==> src/rtl/tt_pkg.sv <==
package tt_pkg;
    localparam int ADDR_W = 3;

    localparam logic [ADDR_W-1:0] A_CTRL   = 3'd0;
    localparam logic [ADDR_W-1:0] A_LIMIT  = 3'd1;
    localparam logic [ADDR_W-1:0] A_COUNT  = 3'd2;
    localparam logic [ADDR_W-1:0] A_CMP    = 3'd3;
    localparam logic [ADDR_W-1:0] A_STATUS = 3'd4;

    typedef enum logic [1:0] {
        M_EDGE    = 2'b00,
        M_CTR_DN  = 2'b01,
        M_CTR_UP  = 2'b10,
        M_CTR_ALL = 2'b11
    } sweep_mode_e;
endpackage

==> src/rtl/tt_step.sv <==
module tt_step #(
    parameter int CW = 16
) (
    input  logic          center,
    input  logic          dir,
    input  logic [CW-1:0] cnt,
    input  logic [CW-1:0] limit,
    output logic [CW-1:0] nxt_cnt,
    output logic          nxt_dir,
    output logic          ovf,
    output logic          unf
);
    localparam logic [CW-1:0] ONE = CW'(1);

    always_comb begin
        nxt_cnt = cnt;
        nxt_dir = dir;
        ovf     = 1'b0;
        unf     = 1'b0;
        if (limit == '0) begin
            nxt_cnt = '0;
        end else if (center) begin
            if (!dir) begin
                if (cnt >= limit) begin
                    nxt_cnt = limit - ONE;
                    nxt_dir = 1'b1;
                    ovf     = 1'b1;
                end else if (cnt == limit - ONE) begin
                    nxt_cnt = limit;
                    nxt_dir = 1'b1;
                    ovf     = 1'b1;
                end else begin
                    nxt_cnt = cnt + ONE;
                end
            end else begin
                if (cnt == '0) begin
                    nxt_cnt = ONE;
                    nxt_dir = 1'b0;
                    unf     = 1'b1;
                end else if (cnt == ONE) begin
                    nxt_cnt = '0;
                    nxt_dir = 1'b0;
                    unf     = 1'b1;
                end else begin
                    nxt_cnt = cnt - ONE;
                end
            end
        end else begin
            if (!dir) begin
                if (cnt >= limit) begin
                    nxt_cnt = '0;
                    ovf     = 1'b1;
                end else begin
                    nxt_cnt = cnt + ONE;
                end
            end else begin
                if (cnt == '0) begin
                    nxt_cnt = limit;
                    unf     = 1'b1;
                end else begin
                    nxt_cnt = cnt - ONE;
                end
            end
        end
    end
endmodule

==> src/rtl/tt_cmp.sv <==
module tt_cmp #(
    parameter int CW = 16
) (
    input  logic          step_valid,
    input  logic [1:0]    mode,
    input  logic          step_dir,
    input  logic [CW-1:0] landed,
    input  logic [CW-1:0] cmp_val,
    output logic          hit
);
    import tt_pkg::*;

    logic dir_ok;

    always_comb begin
        case (sweep_mode_e'(mode))
            M_CTR_DN: dir_ok = step_dir;
            M_CTR_UP: dir_ok = !step_dir;
            default:  dir_ok = 1'b1;
        endcase
        hit = step_valid && dir_ok && (landed == cmp_val);
    end
endmodule

==> src/rtl/tri_timer.sv <==
module tri_timer #(
    parameter int CW = 16
) (
    input  logic                   clk,
    input  logic                   rst_n,
    input  logic                   wr_en,
    input  logic [2:0]             addr,
    input  logic [CW-1:0]          wdata,
    output logic [CW-1:0]          rdata,
    output logic [CW-1:0]          count_o,
    output logic                   dir_o,
    output logic                   ovf_evt,
    output logic                   unf_evt,
    output logic                   cmp_evt
);
    import tt_pkg::*;

    localparam int STW = 3;

    typedef struct packed {
        logic           en;
        logic           dir;
        logic [1:0]     mode;
        logic [CW-1:0]  cnt;
        logic [CW-1:0]  limit;
        logic [CW-1:0]  cmpv;
        logic [STW-1:0] stat;
        logic           ovf_p;
        logic           unf_p;
        logic           cmp_p;
    } tt_state_t;

    tt_state_t s_d, s_q;

    logic [CW-1:0] step_cnt;
    logic          step_dir;
    logic          step_ovf;
    logic          step_unf;
    logic          step_hit;
    logic          cnt_wr;
    logic          stepping;

    assign cnt_wr   = wr_en && (addr == A_COUNT);
    assign stepping = s_q.en && !cnt_wr;

    tt_step #(.CW(CW)) u_step (
        .center  (s_q.mode != M_EDGE),
        .dir     (s_q.dir),
        .cnt     (s_q.cnt),
        .limit   (s_q.limit),
        .nxt_cnt (step_cnt),
        .nxt_dir (step_dir),
        .ovf     (step_ovf),
        .unf     (step_unf)
    );

    tt_cmp #(.CW(CW)) u_cmp (
        .step_valid (stepping && (s_q.limit != '0)),
        .mode       (s_q.mode),
        .step_dir   (s_q.dir),
        .landed     (step_cnt),
        .cmp_val    (s_q.cmpv),
        .hit        (step_hit)
    );

    always_comb begin
        logic [STW-1:0] clr;
        s_d       = s_q;
        s_d.ovf_p = 1'b0;
        s_d.unf_p = 1'b0;
        s_d.cmp_p = 1'b0;
        clr       = '0;

        if (stepping) begin
            s_d.cnt   = step_cnt;
            s_d.dir   = step_dir;
            s_d.ovf_p = step_ovf;
            s_d.unf_p = step_unf;
            s_d.cmp_p = step_hit;
        end

        if (wr_en) begin
            case (addr)
                A_CTRL: begin
                    s_d.en = wdata[0];
                    if (s_q.mode == M_EDGE)
                        s_d.dir = wdata[1];
                    if (!(s_q.en && (s_q.mode == M_EDGE) && (wdata[3:2] != 2'b00)))
                        s_d.mode = wdata[3:2];
                end
                A_LIMIT:  s_d.limit = wdata;
                A_COUNT:  s_d.cnt   = wdata;
                A_CMP:    s_d.cmpv  = wdata;
                A_STATUS: clr       = wdata[STW-1:0];
                default: ;
            endcase
        end

        s_d.stat = (s_q.stat & ~clr) | {s_d.cmp_p, s_d.unf_p, s_d.ovf_p};
    end

    always_ff @(posedge clk or negedge rst_n) begin
        if (!rst_n) s_q <= '0;
        else        s_q <= s_d;
    end

    always_comb begin
        case (addr)
            A_CTRL:   rdata = {{(CW-4){1'b0}}, s_q.mode, s_q.dir, s_q.en};
            A_LIMIT:  rdata = s_q.limit;
            A_COUNT:  rdata = s_q.cnt;
            A_CMP:    rdata = s_q.cmpv;
            A_STATUS: rdata = {{(CW-STW){1'b0}}, s_q.stat};
            default:  rdata = '0;
        endcase
    end

    assign count_o = s_q.cnt;
    assign dir_o   = s_q.dir;
    assign ovf_evt = s_q.ovf_p;
    assign unf_evt = s_q.unf_p;
    assign cmp_evt = s_q.cmp_p;

    logic          en_s;
    logic [1:0]    mode_s;
    logic [CW-1:0] limit_s;
    assign en_s    = s_q.en;
    assign mode_s  = s_q.mode;
    assign limit_s = s_q.limit;
endmodule

==> config.mk <==
export PLATFORM = sky130hd
export DESIGN_NAME = tri_timer
export DESIGN_NICKNAME = d
export VERILOG_FILES = /design/src/rtl/tt_pkg.sv /design/src/rtl/tt_step.sv /design/src/rtl/tt_cmp.sv /design/src/rtl/tri_timer.sv
export SDC_FILE = /design/constraint.sdc
export NUM_CORES = 1
export LEC_CHECK = 0
export BUFFER_PORTS_ARGS = -buffer_cell sky130_fd_sc_hd__clkbuf_2
export CAP_MARGIN = 20
export CORE_MARGIN = 2
export CORE_UTILIZATION = 50
export CTS_BUF_LIST = sky130_fd_sc_hd__clkbuf_2
export DETAILED_ROUTE_END_ITERATION = 6
export PLACE_DENSITY = 0.77
export SETUP_SLACK_MARGIN = 0.02
export SYNTH_ARGS = -nofsm -noshare
export SYNTH_HDL_FRONTEND = slang
export SYNTH_SLANG_ARGS = --single-unit
==> constraint.sdc <==
create_clock -name clk -period 12.9 [get_ports clk]
set_input_delay 2.58 -clock clk [delete_from_list [all_inputs] [get_ports clk]]
set_output_delay 2.58 -clock clk [all_outputs]
set_load 0.01 [all_outputs]
==> results of run 1 <==
==> report_power, final <==
part	switching (mW)	leakage [nW]	internal (mW)	total (mW)
Clock	0.0806	0.0967	0.0852	0.166
Sequential	0.211	0.708	0.229	0.440
Combinational	0.830	2.21	0.443	1.27
==> stage by stage <==
step                instance area (um^2)  utilization (%)  power, mW
floorplan                           7310                -       1.22
global placement                    7500             52.0       1.63
detailed placement                  7500             52.0       1.62
CTS                                 7670             53.1       1.79
global route                        7670             53.1       1.96
finish                              7670             53.1       1.88
==> per-layer routing <==
metal	up-vias	track usage (%)	part of all wire (%)
met5	-	0	0
met4	0	21.0	5.4
met3	146	10.2	14
met2	789	60.7	40
met1	4023	60.7	40
li1	3682	-	-
==> worst max-delay path, delay by kind of cell <==
family / cells / cell delay [ps]
buf+inv: 2 / 640
compound gates: 1 / 200
simple gates: 2 / 900
==> cells by family after synthesis <==
| group | Yosys count |
|---|---|
| adders and majority gates | 23 |
| AOI/OAI and AO/OA | 306 |
| DFF | 58 |
| muxes | 41 |
| and+or+nand+nor | 389 |
| buffers and inverters | 140 |
| xor gates and xnor gates | 45 |
==> final cells by class <==
type / instances / share of cell area, %
clock inverters: 7 / 1.63
well taps: 184 / 3.00
multi-input cells: 804 / 68.8
inverters: 35 / 1.71
flip-flops and latches: 58 / 18.9
repair buffers: 73 / 5.29
clock buffers: 9 / 0.588
==> flip-flops by register name, indices dropped and copies added (netlist names) <==
register	cells
count_o	16
s_q	19
ovf_evt	1
mode_s	2
limit_s	16
dir_o	1
cmp_evt	1
unf_evt	1
en_s	1
==> worst max path at each step <==
| stage | from | endpoint | slack (ps) | cells past startpoint |
|---|---|---|---|---|
| floorplan | addr[0] | rdata[11] | 6540 | 5 |
| global placement | addr[0] | rdata[10] | 6080 | 5 |
| detailed placement | addr[0] | rdata[10] | 6040 | 5 |
| CTS | addr[0] | rdata[10] | 6030 | 5 |
| global route | addr[0] | rdata[10] | 5880 | 5 |
| finish | addr[0] | rdata[10] | 5980 | 5 |
==> layout by cell type (no fill, tap or decap), drive strengths merged, types with 5 or more instances in the layout <==
cell type	netlist	routed
o2111ai	6	6
ha	23	23
nand3	36	36
nor4	25	25
o21a	12	12
or3	7	7
nand2	105	105
xor2	16	16
xnor2	29	29
a311oi	5	5
clkbuf	76	66
o31ai	17	17
a211o	5	5
nand4	24	24
nor3	29	29
o21ai	66	66
nor3b	5	5
buf	29	16
inv	35	36
nor2b	10	10
a211oi	14	14
a22oi	23	23
or4	12	12
o211ai	8	8
mux2i	9	9
or2	8	8
and3	10	10
nor2	87	87
o22ai	5	5
a21o	10	10
dfrtp	58	58
mux2	31	31
a21oi	56	56
a31oi	19	19
nand2b	11	11
==> results.cfg, run 1 <==
[timing]
setup_violations = 0
worst_slew_pin_slew_ps = 1130
finalHoldViolCount = 0
clock_skew_ps = 16.0
fin_crit_ps = 6920
final_max_slew_viol_count = 0
tns_ps = 0
max_freq_mhz = 145
period_share_pct = 53.6
rsz0062_at_grt = no
finalWorstSetupSlack_ps = 5980
fin_hold_ws_ps = 548
slew-limit-headroom_pct = 24.9

[logic_synthesis]
syn-cell-area_mm2 = 0.00731
synthXorXnorAreaFrac_pct = 5.39
yosysMostFrequentCell = nand2_1
synth-main-ff-cell = dfrtp_1
avgSynthCellArea_um2 = 7.29
yosys_warnings = 0
synthCells = 1002
async_reset_ff_share_pct = 100
synth_mux_area_share_pct = 6.32
synth_common_cells = nand2_1 (105), nor2_1 (87), clkbuf_1 (76), dfrtp_1 (58), o21ai_0 (58)
yosysTopAreaCellShare_pct = 19.9
synthDistinctLibCells = 89
synth_top_family_by_area = compound AO/OA/AOI/OAI gates
synth-seq-cells = 58
synth_compound_area_share_pct = 28.8
ys_seq_area_share_pct = 19.9
syn-num-nets = 1047
synth_area_leaders = dfrtp_1 (20%), nand2_1 (5.4%), mux2_2 (4.6%), nor2_1 (4.5%), o21ai_0 (4.0%)
synthSimpleGateAreaFrac_pct = 27.3
synth_edf_count = 0
synth.largest_area_cell = dfrtp_1
synthAdderAreaFrac_pct = 3.94

[floorplanning]
coreArea_mm2 = 0.0144
io_pins = 58
start_util_pct = 50.7
die_h_um = 125
rows = 44
fp.dieW_um = 125
dieArea_mm2 = 0.0156

[setup_path]
reg2reg_depth = 14
r2r_slack_ps = 7010
cpPeakStageDelay_ps = 710
crit_chain = clkbuf_2 > nor2b_1 > a22oi_1 > nor2_1 > clkbuf_2
crit_arrival_ps = 4340
critPathSlowestCell = nor2b_1
r2r_start = limit_s[7]$_DFFE_PN0P_
timing.rr.end = s_q[5]$_DFF_PN0_
required_ps = 10320
path_class = primary input to output port
crit_top_cell = clkbuf_2
critPathMaxFanout = 29
cp-start-kind = primary input
cp-end-kind = output port

[status]
outcome = completed

[min_path]
worstHoldEndpoint = s_q[3]$_DFF_PN0_
holdPathStages = 1
hold_path.class = flip-flop to flip-flop
min-delay-start = s_q[3]$_DFF_PN0_

[clock_tree]
postCtsHoldBufs = 0
cts_sinks = 58
ctsResizeCount = 0
cts_tree = built
cts_setup_buffers = 0
htreeDepth = 3
cts_buffers = 9
ctsRootBufferMaster = clkbuf_2
clk_path_buf_depth = 2
clk_latency_ps = 520
clk_pin_slew_ps = 190

[route]
drt_iter0_markers = 1874
wl_per_cell_um = 29.1
drt_drc_violations_left = 0
routed_wl_um = 34100
firstDrtPassIters = 6
vias = 8640
viasPerCell = 7.38
ant_nets = 0

[final_layout]
fillers = 1460
drive_gt1_share_pct = 15.2
multi_input_area_mm2 = 0.00528
area_growth_pct = 4.88
ff_latch_area_mm2 = 0.00145
stdcell_count = 1170
antennaDiodeCount = 0
fin_nets = 1026

[grt]
grt_pass1_wl_um = 51100
grt_pass1_vias = 8101
grt_start_max_net_pins = 59
antenna_found_initial = 0
grt_overflow = 0
grt_use_total_pct = 42.7

[placement]
pre_cts_ws_ps = 6040
gp_congestion = 1.13
hpwl_um = 25200
dp_cells = 1154
port-buffer-count = 57

[run]
cap_viol_max_count = 0

[power_and_ir_drop]
leakage_nw = 3.02
ir_worst_vdd_mv = 0.142
powerDensity_mw_per_mm2 = 245
(Power assumes the default switching activity.)
==> inputs of run 2 (changes only) <==
- clock period: 12.9 -> 6.6 ns (I/O delays scaled with it)
==> run 2 against run 1 <==
- the flow now finishes with violations (design-rule violations)
- largest cell class unchanged
- design area up 0.20%
- largest power group unchanged
- non-clock buffer count increased by 10
- clock power increased by 52%
- count of clock-buffer cells in the layout up 1
- first-iteration DRC count increased by 20%
- flip-flop and latch count is the same
- wire length grew 5.6%
- total power grew 96%
- sequential power is 90% higher
==> results.cfg, run 2 (same netlist as run 1, synthesis figures left out) <==
[status]
outcome = complete, but fails checks
violations = design-rule violations

[clock_tree]
cts_sinks = 58
ctsRootBufferMaster = clkbuf_2
htreeDepth = 3
clk_latency_ps = 540
cts_setup_buffers = 0
ctsResizeCount = 0
cts_buffers = 9
clk_pin_slew_ps = 230
postCtsHoldBufs = 0
cts_tree = built
clk_path_buf_depth = 2

[floorplanning]
fp.dieW_um = 125
die_h_um = 125
rows = 44
dieArea_mm2 = 0.0156
coreArea_mm2 = 0.0144
start_util_pct = 50.7
io_pins = 58

[power_and_ir_drop]
leakage_nw = 3.03
ir_worst_vdd_mv = 0.275
power.total_mw = 3.69
powerDensity_mw_per_mm2 = 481

[route]
drt_drc_violations_left = 14
firstDrtPassIters = 7
ant_nets = 0
routed_wl_um = 36000
wl_per_cell_um = 30.5
vias = 8858
viasPerCell = 7.50
drt_iter0_markers = 2240

[final_layout]
largest_reg_flops = 19
drive_gt1_share_pct = 16.1
final_util_pct = 53.3
layout_commonest_cell = nand2_1
mostFrequentLayoutCells = nand2_1 (105), nor2_1 (87), clkbuf_2 (67), o21ai_0 (58), dfrtp_1 (58)
fillers = 1387
area_growth_pct = 5.08
top_register = s_q
fin_nets = 1036

[grt]
grt_start_max_net_pins = 59
grt_use_total_pct = 44.7
grt_pass1_vias = 8001
antenna_found_initial = 1
grt_overflow = 0
grt_pass1_wl_um = 52400

[timing]
final_max_slew_viol_count = 0
finalHoldViolCount = 0
period_share_pct = 85.9
worst_slew_pin_slew_ps = 1120
clock_skew_ps = 40.4
rsz0062_at_grt = no
max_freq_mhz = 176
slew-limit-headroom_pct = 25.0
finalWorstSetupSlack_ps = 930
fin_crit_ps = 5670
tns_ps = 0
setup_violations = 0

[placement]
hpwl_um = 26500
gp_congestion = 1.12
pre_cts_ws_ps = 1310
port-buffer-count = 57

[setup_path]
required_ps = 7040
path_class = flip-flop to flip-flop
crit_arrival_ps = 6110
critPathMaxFanout = 21
cp-end-kind = flip-flop
cp-start-kind = flip-flop

[min_path]
hold_path.class = flip-flop to flip-flop

[run]
cap_viol_max_count = 0
[run 2: worst paths after layout]
path,slack [ps],end,startpoint,cells after the start
max,930,s_q[5]$_DFF_PN0_,limit_s[7]$_DFFE_PN0P_,14
min,520,s_q[3]$_DFF_PN0_,s_q[3]$_DFF_PN0_,1
max reg2reg,930,s_q[5]$_DFF_PN0_,limit_s[7]$_DFFE_PN0P_,14
min reg2reg,520,s_q[3]$_DFF_PN0_,s_q[3]$_DFF_PN0_,1
max in group asynchronous,5120,limit_s[11]$_DFFE_PN0P_,rst_n,2
min in group asynchronous,900,limit_s[0]$_DFFE_PN0P_,rst_n,2
[run 2: area by class of cell]
type | instances | area [um^2] | area share [%]
Tap cell | 184 | 230 | 3.00
Clock inverter | 6 | 66.3 | 0.863
Sequential cell | 58 | 1450 | 18.9
Timing Repair Buffer | 83 | 480 | 6.26
Antenna cell | 1 | 2.50 | 0.0326
Inverter | 35 | 131 | 1.71
Clock buffer | 10 | 50.0 | 0.652
Multi-Input combinational cell | 804 | 5270 | 68.6
[run 2: metrics by stage]
stage | hold slack [ps] | cell area (um^2) | instances
2_1_floorplan | 450 | 7310 | 1002
3_3_place_gp | 463 | 7560 | 1164
3_5_place_dp | 470 | 7560 | 1164
4_1_cts | 512 | 7680 | 1180
5_1_grt | 546 | 7680 | 1181
6_report | 517 | 7680 | 1181
[run 2: worst max-delay path, cell delays in order (launching register included)]
cell      delay, ps
dfrtp_1         730
inv_1           300
ha_1            420
a211oi_1        230
o211ai_1        120
a211oi_1        700
o21a_1          730
buf_4           390
mux2_2          250
nor4_1           60
a311oi_1        240
nand4_1         120
or4_1           510
or4_1           490
o31ai_2         240
[run 2: per-layer routing]
metal	part of all wire, %	track usage (%)
met3	17	16.2
met4	5.8	19.1
met5	0	0
met1	37	62.2
met2	40	62.5
[run 2: report_power, final]
part           total (mW)  internal, mW  switching (mW)
Combinational        2.60         0.889            1.71
Clock               0.253        0.0891           0.164
Sequential          0.834         0.448           0.386
==> inputs of run 3 (changes only) <==
- BUFFER_PORTS_ARGS: -buffer_cell sky130_fd_sc_hd__clkbuf_2 -> -buffer_cell sky130_fd_sc_hd__buf_2
==> run 3 against run 2 <==
- the flow now finishes without violations
- combinational power is essentially flat
- wire length grew 0.46%
- die area is the same
- global-route usage grew 0.22 points
- non-clock buffer count grew 3
- clock skew shrank 16 ps
- critical path depth is the same
- largest power group unchanged
- register-to-register slack lost 320 ps
- critical path type unchanged
- first-iteration DRC count shrank 25%
==> results.cfg, run 3 (same netlist as run 1, synthesis figures left out) <==
[timing]
fin_hold_ws_ps = 516
setup_violations = 0
period_share_pct = 90.8
final_max_slew_viol_count = 0
clock_skew_ps = 24.3
finalHoldViolCount = 0
slew-limit-headroom_pct = 18.1
fin_crit_ps = 5990
max_freq_mhz = 167
tns_ps = 0
worst_slew_pin_slew_ps = 1230
rsz0062_at_grt = no

[final_layout]
final_util_pct = 53.6
fin_nets = 1039
mostFrequentLayoutCells = nand2_1 (105), nor2_1 (87), o21ai_0 (58), dfrtp_1 (58), buf_2 (57)
area_growth_pct = 5.85
layout_commonest_cell = nand2_1
stdcell_area_mm2 = 0.00774
ff_latch_area_mm2 = 0.00145
multi_input_area_mm2 = 0.00528
stdcell_count = 1185
largest_reg_flops = 19
fillers = 1490
top_register = s_q
drive_gt1_share_pct = 16.3

[setup_path]
cp-start-kind = flip-flop
critPathMaxFanout = 14
required_ps = 7130
r2r_slack_ps = 610
endpoint = s_q[5]$_DFF_PN0_
crit_start = limit_s[7]$_DFFE_PN0P_
reg2reg_depth = 14
path_class = flip-flop to flip-flop
cp-end-kind = flip-flop
r2r_start = limit_s[7]$_DFFE_PN0P_
crit_arrival_ps = 6520
timing.rr.end = s_q[5]$_DFF_PN0_

[grt]
grt_overflow = 0
grt_use_total_pct = 45.0
grt_start_max_net_pins = 59
grt_pass1_vias = 7894
grt_pass1_wl_um = 52700
antenna_found_initial = 2

[route]
drt_iter0_markers = 1689
routed_wl_um = 36200
ant_nets = 0
firstDrtPassIters = 7
viasPerCell = 7.48
drt_drc_violations_left = 0
vias = 8859
wl_per_cell_um = 30.5

[power_and_ir_drop]
powerDensity_mw_per_mm2 = 482
leakage_nw = 3.07
ir_worst_vdd_mv = 0.263

[floorplanning]
start_util_pct = 50.7
coreArea_mm2 = 0.0144
rows = 44
dieArea_mm2 = 0.0156
die_h_um = 125
fp.dieW_um = 125
io_pins = 58

[clock_tree]
cts_tree = built
cts_buffers = 9
ctsRootBufferMaster = clkbuf_2
cts_setup_buffers = 0
postCtsHoldBufs = 0
clk_pin_slew_ps = 210
ctsResizeCount = 0
htreeDepth = 3
cts_sinks = 58
clk_latency_ps = 600
clk_path_buf_depth = 2

[placement]
placed_area_mm2 = 0.00759
hpwl_um = 27200
dp_cells = 1167
port-buffer-count = 57
gp_congestion = 1.14

[run]
cap_viol_max_count = 0

[status]
outcome = completed

[min_path]
holdPathStages = 1
hold_path.class = flip-flop to flip-flop
-- run 3: cell type report --
| cell class | count | area share, % |
|---|---|---|
| Tap cell | 184 | 2.98 |
| Timing Repair Buffer | 86 | 6.50 |
| Sequential cell | 58 | 18.8 |
| Multi-Input combinational cell | 804 | 68.2 |
| Clock buffer | 9 | 0.582 |
| Clock inverter | 7 | 1.21 |
| Antenna cell | 2 | 0.0647 |
| Inverter | 35 | 1.70 |
-- run 3: worst max-delay path, cell delays in order (launching register included) --
cell	delay, ps
dfrtp_1	740
inv_1	330
ha_1	380
a211oi_1	360
o211ai_1	180
a211oi_1	710
o21a_1	720
buf_4	330
nand3_1	190
a41o_1	300
a311oi_1	280
nand4_1	140
or4_1	540
or4_1	460
o31ai_2	240
-- run 3: how the worst min path moves through the flow --
stage                                 from               end
final                     s_q[4]$_DFF_PN0_  s_q[4]$_DFF_PN0_
after global routing      s_q[4]$_DFF_PN0_  s_q[4]$_DFF_PN0_
after CTS                 s_q[4]$_DFF_PN0_  s_q[4]$_DFF_PN0_
after detailed placement  s_q[4]$_DFF_PN0_  s_q[4]$_DFF_PN0_
after global placement    s_q[4]$_DFF_PN0_  s_q[4]$_DFF_PN0_
after floorplan           s_q[3]$_DFF_PN0_  s_q[3]$_DFF_PN0_
-- run 3: where the power goes --
| part | internal, mW | leakage, nW | switching, mW |
|---|---|---|---|
| logic | 0.907 | 2.28 | 1.70 |
| registers | 0.448 | 0.708 | 0.384 |
| clock network | 0.124 | 0.0779 | 0.164 |
-- run 3: through the flow --
stage	power, mW	worst slack (ps)
after floorplan	2.39	2200
after global placement	3.29	933
after detailed placement	3.26	903
after CTS	3.55	871
after global routing	3.86	560
final	3.73	610
-- run 3: metal layers --
layer  track usage [%]  up-vias  part of all wire (%)
li1                  -     3720                     -
met1              61.8     4147                    39
met2              64.1      824                    40
met3              16.9      166                    16
met4              17.2        2                   4.7
met5                 0        -                 0.033
